### src/rtl/wh_pkg.sv
package wh_pkg;

    typedef enum logic [2:0] {
        PH_IDLE,
        PH_DIV_ISSUE,
        PH_DIV_WAIT,
        PH_XFORM,
        PH_EMIT
    } wh_phase_e;

endpackage

### src/rtl/wh_class_accum.sv
module wh_class_accum #(
    parameter int N_BITS   = 4,
    parameter int SAMPLE_W = 8,
    parameter int CNT_W    = 8
) (
    input  logic                       clk,
    input  logic                       rst_n,
    input  logic                       clr,
    input  logic                       wr_en,
    input  logic [N_BITS-1:0]          wr_class,
    input  logic [SAMPLE_W-1:0]        wr_sample,
    input  logic [N_BITS-1:0]          rd_class,
    output logic [SAMPLE_W+CNT_W-1:0]  rd_sum,
    output logic [CNT_W-1:0]           rd_count
);
    localparam int NCLS  = 1 << N_BITS;
    localparam int SUM_W = SAMPLE_W + CNT_W;

    typedef struct packed {
        logic [NCLS-1:0][SUM_W-1:0] sum;
        logic [NCLS-1:0][CNT_W-1:0] cnt;
    } acc_t;

    acc_t acc_d, acc_q;

    always_comb begin
        acc_d = acc_q;
        if (clr) begin
            acc_d = '0;
        end else if (wr_en && (acc_q.cnt[wr_class] != {CNT_W{1'b1}})) begin
            acc_d.sum[wr_class] = acc_q.sum[wr_class] + SUM_W'(wr_sample);
            acc_d.cnt[wr_class] = acc_q.cnt[wr_class] + 1'b1;
        end
    end

    always_ff @(posedge clk or negedge rst_n) begin
        if (!rst_n) acc_q <= '0;
        else        acc_q <= acc_d;
    end

    assign rd_sum   = acc_q.sum[rd_class];
    assign rd_count = acc_q.cnt[rd_class];

endmodule

### src/rtl/wh_seq_div.sv
module wh_seq_div #(
    parameter int NUM_W = 16,
    parameter int DEN_W = 8
) (
    input  logic             clk,
    input  logic             rst_n,
    input  logic             go,
    input  logic [NUM_W-1:0] num,
    input  logic [DEN_W-1:0] den,
    output logic             done,
    output logic [NUM_W-1:0] quot
);
    localparam int CW = $clog2(NUM_W + 1);

    typedef struct packed {
        logic             busy;
        logic             done;
        logic [CW-1:0]    cnt;
        logic [DEN_W-1:0] den;
        logic [DEN_W-1:0] rem;
        logic [NUM_W-1:0] quo;
    } div_t;

    div_t dv_d, dv_q;
    logic [DEN_W:0] rem_sh;
    logic [DEN_W:0] rem_sub;
    logic           fits;

    always_comb begin
        dv_d    = dv_q;
        dv_d.done = 1'b0;
        rem_sh  = {dv_q.rem, dv_q.quo[NUM_W-1]};
        rem_sub = rem_sh - {1'b0, dv_q.den};
        fits    = (rem_sh >= {1'b0, dv_q.den});
        if (go) begin
            dv_d.busy = 1'b1;
            dv_d.cnt  = CW'(NUM_W);
            dv_d.den  = den;
            dv_d.rem  = '0;
            dv_d.quo  = num;
        end else if (dv_q.busy) begin
            dv_d.rem = fits ? rem_sub[DEN_W-1:0] : rem_sh[DEN_W-1:0];
            dv_d.quo = {dv_q.quo[NUM_W-2:0], fits};
            dv_d.cnt = dv_q.cnt - 1'b1;
            if (dv_q.cnt == CW'(1)) begin
                dv_d.busy = 1'b0;
                dv_d.done = 1'b1;
            end
        end
    end

    always_ff @(posedge clk or negedge rst_n) begin
        if (!rst_n) dv_q <= '0;
        else        dv_q <= dv_d;
    end

    assign done = dv_q.done;
    assign quot = dv_q.quo;

endmodule

### src/rtl/wh_bfly_stage.sv
module wh_bfly_stage #(
    parameter int NCLS   = 16,
    parameter int COEF_W = 13,
    parameter int SPAN   = 1
) (
    input  logic [NCLS-1:0][COEF_W-1:0] vin,
    output logic [NCLS-1:0][COEF_W-1:0] vout
);
    for (genvar i = 0; i < NCLS; i++) begin : g_pt
        if (((i / SPAN) % 2) == 0) begin : g_sum
            assign vout[i] = vin[i] + vin[i+SPAN];
        end else begin : g_dif
            assign vout[i] = vin[i-SPAN] - vin[i];
        end
    end

endmodule

### src/rtl/wh_leak_spectrum.sv
module wh_leak_spectrum #(
    parameter int N_BITS   = 4,
    parameter int SAMPLE_W = 8,
    parameter int CNT_W    = 8
) (
    input  logic                              clk,
    input  logic                              rst_n,
    input  logic                              clear,
    input  logic                              start,
    input  logic                              in_valid,
    input  logic [N_BITS-1:0]                 in_class,
    input  logic [SAMPLE_W-1:0]               in_sample,
    output logic                              busy,
    output logic                              out_valid,
    output logic [N_BITS-1:0]                 out_index,
    output logic signed [SAMPLE_W+N_BITS:0]   out_coef,
    output logic                              out_single
);
    import wh_pkg::*;

    localparam int NCLS   = 1 << N_BITS;
    localparam int SUM_W  = SAMPLE_W + CNT_W;
    localparam int COEF_W = SAMPLE_W + N_BITS + 1;
    localparam int STG_W  = $clog2(N_BITS);
    localparam int SHIFT  = N_BITS / 2;

    typedef struct packed {
        wh_phase_e                   phase;
        logic [N_BITS-1:0]           cls;
        logic [STG_W-1:0]            stage;
        logic [N_BITS-1:0]           idx;
        logic [NCLS-1:0][COEF_W-1:0] mem;
        logic                        ov;
        logic [N_BITS-1:0]           oidx;
        logic [COEF_W-1:0]           ocoef;
        logic                        osingle;
    } top_t;

    top_t st_d, st_q;

    logic [SUM_W-1:0]  rd_sum;
    logic [CNT_W-1:0]  rd_count;
    logic              div_go;
    logic              div_done;
    logic [SUM_W-1:0]  div_quot;
    logic              busy_int;
    logic              last_cls;
    logic [N_BITS-1:0] idx_m1;
    logic [N_BITS-1:0][NCLS-1:0][COEF_W-1:0] stage_res;

    assign busy_int = (st_q.phase != PH_IDLE) || st_q.ov;

    wh_class_accum #(
        .N_BITS  (N_BITS),
        .SAMPLE_W(SAMPLE_W),
        .CNT_W   (CNT_W)
    ) u_accum (
        .clk      (clk),
        .rst_n    (rst_n),
        .clr      (clear && !busy_int),
        .wr_en    (in_valid && !busy_int),
        .wr_class (in_class),
        .wr_sample(in_sample),
        .rd_class (st_q.cls),
        .rd_sum   (rd_sum),
        .rd_count (rd_count)
    );

    wh_seq_div #(
        .NUM_W(SUM_W),
        .DEN_W(CNT_W)
    ) u_div (
        .clk  (clk),
        .rst_n(rst_n),
        .go   (div_go),
        .num  (rd_sum),
        .den  (rd_count),
        .done (div_done),
        .quot (div_quot)
    );

    for (genvar s = 0; s < N_BITS; s++) begin : g_stage
        wh_bfly_stage #(
            .NCLS  (NCLS),
            .COEF_W(COEF_W),
            .SPAN  (1 << s)
        ) u_stg (
            .vin (st_q.mem),
            .vout(stage_res[s])
        );
    end

    always_comb begin
        st_d     = st_q;
        st_d.ov  = 1'b0;
        div_go   = 1'b0;
        last_cls = (st_q.cls == N_BITS'(NCLS - 1));
        idx_m1   = st_q.idx - 1'b1;
        case (st_q.phase)
            PH_IDLE: begin
                if (start && !clear && !st_q.ov) begin
                    st_d.phase = PH_DIV_ISSUE;
                    st_d.cls   = '0;
                end
            end
            PH_DIV_ISSUE: begin
                if (rd_count == '0) begin
                    st_d.mem[st_q.cls] = '0;
                    if (last_cls) begin
                        st_d.phase = PH_XFORM;
                        st_d.stage = '0;
                    end else begin
                        st_d.cls = st_q.cls + 1'b1;
                    end
                end else begin
                    div_go     = 1'b1;
                    st_d.phase = PH_DIV_WAIT;
                end
            end
            PH_DIV_WAIT: begin
                if (div_done) begin
                    st_d.mem[st_q.cls] = COEF_W'(div_quot[SAMPLE_W-1:0]);
                    if (last_cls) begin
                        st_d.phase = PH_XFORM;
                        st_d.stage = '0;
                    end else begin
                        st_d.cls   = st_q.cls + 1'b1;
                        st_d.phase = PH_DIV_ISSUE;
                    end
                end
            end
            PH_XFORM: begin
                st_d.mem = stage_res[st_q.stage];
                if (st_q.stage == STG_W'(N_BITS - 1)) begin
                    st_d.phase = PH_EMIT;
                    st_d.idx   = N_BITS'(1);
                end else begin
                    st_d.stage = st_q.stage + 1'b1;
                end
            end
            PH_EMIT: begin
                st_d.ov      = 1'b1;
                st_d.oidx    = st_q.idx;
                st_d.ocoef   = COEF_W'($signed(st_q.mem[st_q.idx]) >>> SHIFT);
                st_d.osingle = ((st_q.idx & idx_m1) == '0);
                if (st_q.idx == {N_BITS{1'b1}}) begin
                    st_d.phase = PH_IDLE;
                end else begin
                    st_d.idx = st_q.idx + 1'b1;
                end
            end
            default: st_d.phase = PH_IDLE;
        endcase
    end

    always_ff @(posedge clk or negedge rst_n) begin
        if (!rst_n) st_q <= '0;
        else        st_q <= st_d;
    end

    assign busy       = busy_int;
    assign out_valid  = st_q.ov;
    assign out_index  = st_q.oidx;
    assign out_coef   = st_q.ocoef;
    assign out_single = st_q.osingle;

endmodule

### config.mk
export PLATFORM = sky130hd
export DESIGN_NAME = wh_leak_spectrum
export DESIGN_NICKNAME = d
export VERILOG_FILES = /design/src/rtl/wh_pkg.sv /design/src/rtl/wh_class_accum.sv /design/src/rtl/wh_seq_div.sv /design/src/rtl/wh_bfly_stage.sv /design/src/rtl/wh_leak_spectrum.sv
export SDC_FILE = /design/constraint.sdc
export NUM_CORES = 2
export LEC_CHECK = 0
export ABC_AREA = 0
export BUFFER_PORTS_ARGS = -buffer_cell sky130_fd_sc_hd__clkbuf_2
export CAP_MARGIN = 20
export CORE_UTILIZATION = 59
export CTS_BUF_LIST = sky130_fd_sc_hd__clkbuf_4 sky130_fd_sc_hd__clkbuf_8
export DETAILED_ROUTE_END_ITERATION = 16
export PLACE_DENSITY = 0.71
export SETUP_SLACK_MARGIN = 0.3
export SYNTH_ARGS = -nofsm -noshare
export SYNTH_HDL_FRONTEND = slang
export SYNTH_HIERARCHICAL = 1
export SYNTH_SLANG_ARGS = --single-unit
### constraint.sdc
create_clock -name clk -period 9.95 [get_ports clk]
set_input_delay 1.99 -clock clk [delete_from_list [all_inputs] [get_ports clk]]
set_output_delay 1.99 -clock clk [all_outputs]
set_load 0.1 [all_outputs]
==> impl_metrics.yaml <==
global_routing:
  grt_remaining_overflow: 0
  grt_max_degree: 204
  grt_usage_pct: 46.8
  grt_pass1_wl_mm: 487
  grt_pass1_vias: 71400
  antenna_found_initial: 33
clocking:
  cts_hold_buf: 0
  clkTransAtPathRegs_ps: 70
  cts_tree: "done"
  worstSkewPairLatency_ps: 930
  cts.repair.resized: 0
  cts-root-buf: "clkbuf_8"
  h-tree-depth: 3
  postCtsSetupBuffers: 0
  max-clock-path-buffers: 3
  numCtsBuffers: 118
  clkSinkCount: 661
cells_and_area:
  fin_cells: 10900
  drive_gt1_share_pct: 12.1
  syn2layout_area_growth_pct: 4.39
  nFillCells: 11800
  final_nets: 9817
  fin_area_um2: 86000
floorplanning:
  core_region_area_um2: 138000
  die_h_um: 376
  die_w_um: 376
  rows: 136
  ios: 37
  initial_utilization_pct: 59.7
  die_area_um2: 141000
placement:
  placed_area_um2: 83000
  hpwl_mm: 257
  dp.cells: 10700
  port_buffers: 36
  place.gp.congestion: 1.07
power:
  p_int_w: 0.00559
  vdd_ir_drop_max_mv: 0.158
  p_clk_share_pct: 33.8
  switching_share_pct: 38.4
  p_sw_w: 0.00349
  p_leak_nw: 38.2
  power_density_nw_per_um2: 105
  power_frac_seq_pct: 35.5
  p_comb_share_pct: 30.7
sta:
  slew-limit-headroom_pct: 16.4
  finalClockSkew_ps: 78.1
  setup_viol: 0
  max_clock_freq_mhz: 165
  drv_slew: 0
  fin_crit_ps: 6040
  hold_viol: 0
  rsz0062_at_grt: "no"
  worstMarginPinSlew_ps: 1240
  fin_setup_tns_ps: 0
  fin_crit_sh_pct: 60.7
detailed_routing:
  via_per_inst: 7.22
  drc_errors: 0
  drtIter0Drc: 10900
  ant_nets: 0
  wirelength_mm: 337
  dr.pass1.iters: 8
  wl_per_cell_um: 30.8
  num_vias: 78800
worst_setup_path:
  cp_max_fo: 53
  cp-start-kind: "primary input"
  crit_top_cell: "buf_4"
  worst-setup-path-type: "in -> reg"
  crit_chain: "buf_6 -> buf_4 -> buf_4 -> mux4_2 -> a22o_1 -> nor2_1 -> inv_1 -> ha_1 -> and3_1 -> nand4_2 -> and2_1 -> nand2_1 -> o2bb2ai_1"
  crit_required_ps: 10770
  crit_path_max_incr_delay_ps: 640
  crit_buf_inv: 4
  endpoint_kind: "flip-flop"
  slowest_stage: "mux4_2"
  arrival_ps: 6860
  critPathTopFamily: "simple AND/OR/NAND/NOR gates"
yosys:
  syn_inst: 9270
  synth_area_um2: 82400
  yosys_warnings: 6
  post_synth.cell_area_avg_um2: 8.89
  syn_nets: 10100
run_status:
  status: "finished, final reports clean"
worst_hold_path:
  holdCritPathClass: "reg -> reg"
flow_run:
  maxCapViolCount: 0
-- tightest hold or removal path, delay by kind of cell (launching register included) --
family	cells	cell delay, ps
flip-flops	1	340
AND/OR/NAND/NOR	2	110
-- cell type report --
cell class / count / area [um^2] / area share, %
Timing Repair Buffer: 197 / 1520 / 1.76
Clock inverter: 45 / 614 / 0.714
Multi-Input combinational cell: 7120 / 59600 / 69.3
Sequential cell: 661 / 16600 / 19.2
Tap cell: 1863 / 2330 / 2.71
Antenna cell: 20 / 50.0 / 0.0582
Clock buffer: 170 / 2190 / 2.54
Inverter: 841 / 3160 / 3.67
-- per-layer routing --
metal	vias up	track usage, %	wire length [um]
met5	-	0	176
met1	38500	61.1	125000
li1	33700	-	-
met2	5364	64.4	134000
met4	26	33.4	29900
met3	1193	15.8	47700
-- through the flow --
stage / hold WS, ps / setup slack [ps] / util (%) / power (W)
floorplan: 447 / 3100 / - / 0.00523
global placement: 461 / 3090 / 60.1 / 0.00589
detailed placement: 466 / 2930 / 60.2 / 0.00595
CTS: 480 / 3900 / 62.2 / 0.00898
global route: 488 / 3610 / 62.3 / 0.00934
finish: 482 / 3910 / 62.4 / 0.00907
-- sequential cells by signal (all words and copies together) (netlist names) --
name           cells
u_accum/acc_q    384
st_q             221
u_div/dv_q        22
u_div/quot        16
out_coef          11
out_index          4
out_single         1
out_valid          1
u_div/done         1
-- power by group through the flow --
stage,sequential (W),combinational (W),clock [W]
floorplan,0.00294,0.00229,0
global placement,0.00324,0.00265,0
detailed placement,0.00325,0.00271,0
CTS,0.00320,0.00271,0.00307
global route,0.00324,0.00293,0.00318
finish,0.00322,0.00279,0.00306
-- layout by cell type (no fill, tap or decap), types with 48 or more instances in the layout --
cell type,instances
a22o_1,207
and2_1,48
mux2i_1,64
dfrtp_1,653
buf_4,142
o31ai_1,57
nor2_1,659
o2111ai_1,58
and3_1,67
a22oi_1,56
o31a_1,80
nand2_1,490
nand3_1,212
nor3_1,309
xor2_1,136
a21o_1,142
nand2b_1,113
o211ai_1,77
or3_1,96
o311ai_0,53
o21ai_0,423
ha_1,795
o21a_1,108
a2111oi_0,63
xnor2_1,402
fa_1,66
o21ai_1,64
a311oi_1,85
clkbuf_8,146
nor2b_1,230
a31oi_1,70
o41ai_1,48
mux4_2,476
o2bb2ai_1,241
a21oi_1,383
inv_1,804
-- final timing paths --
kind,startpoint,to,slack (ps),depth (start not counted)
max,in_class[0],u_accum/acc_q[51],3910,13
min,out_index[3],out_index[3],480,2
max reg2reg,st_q[233],st_q[176],4890,7
min reg2reg,out_index[3],out_index[3],480,2
max in group asynchronous,rst_n,u_accum/acc_q[109],6550,3
min in group asynchronous,rst_n,out_coef[8],1130,1
(Power assumes the default switching activity.)
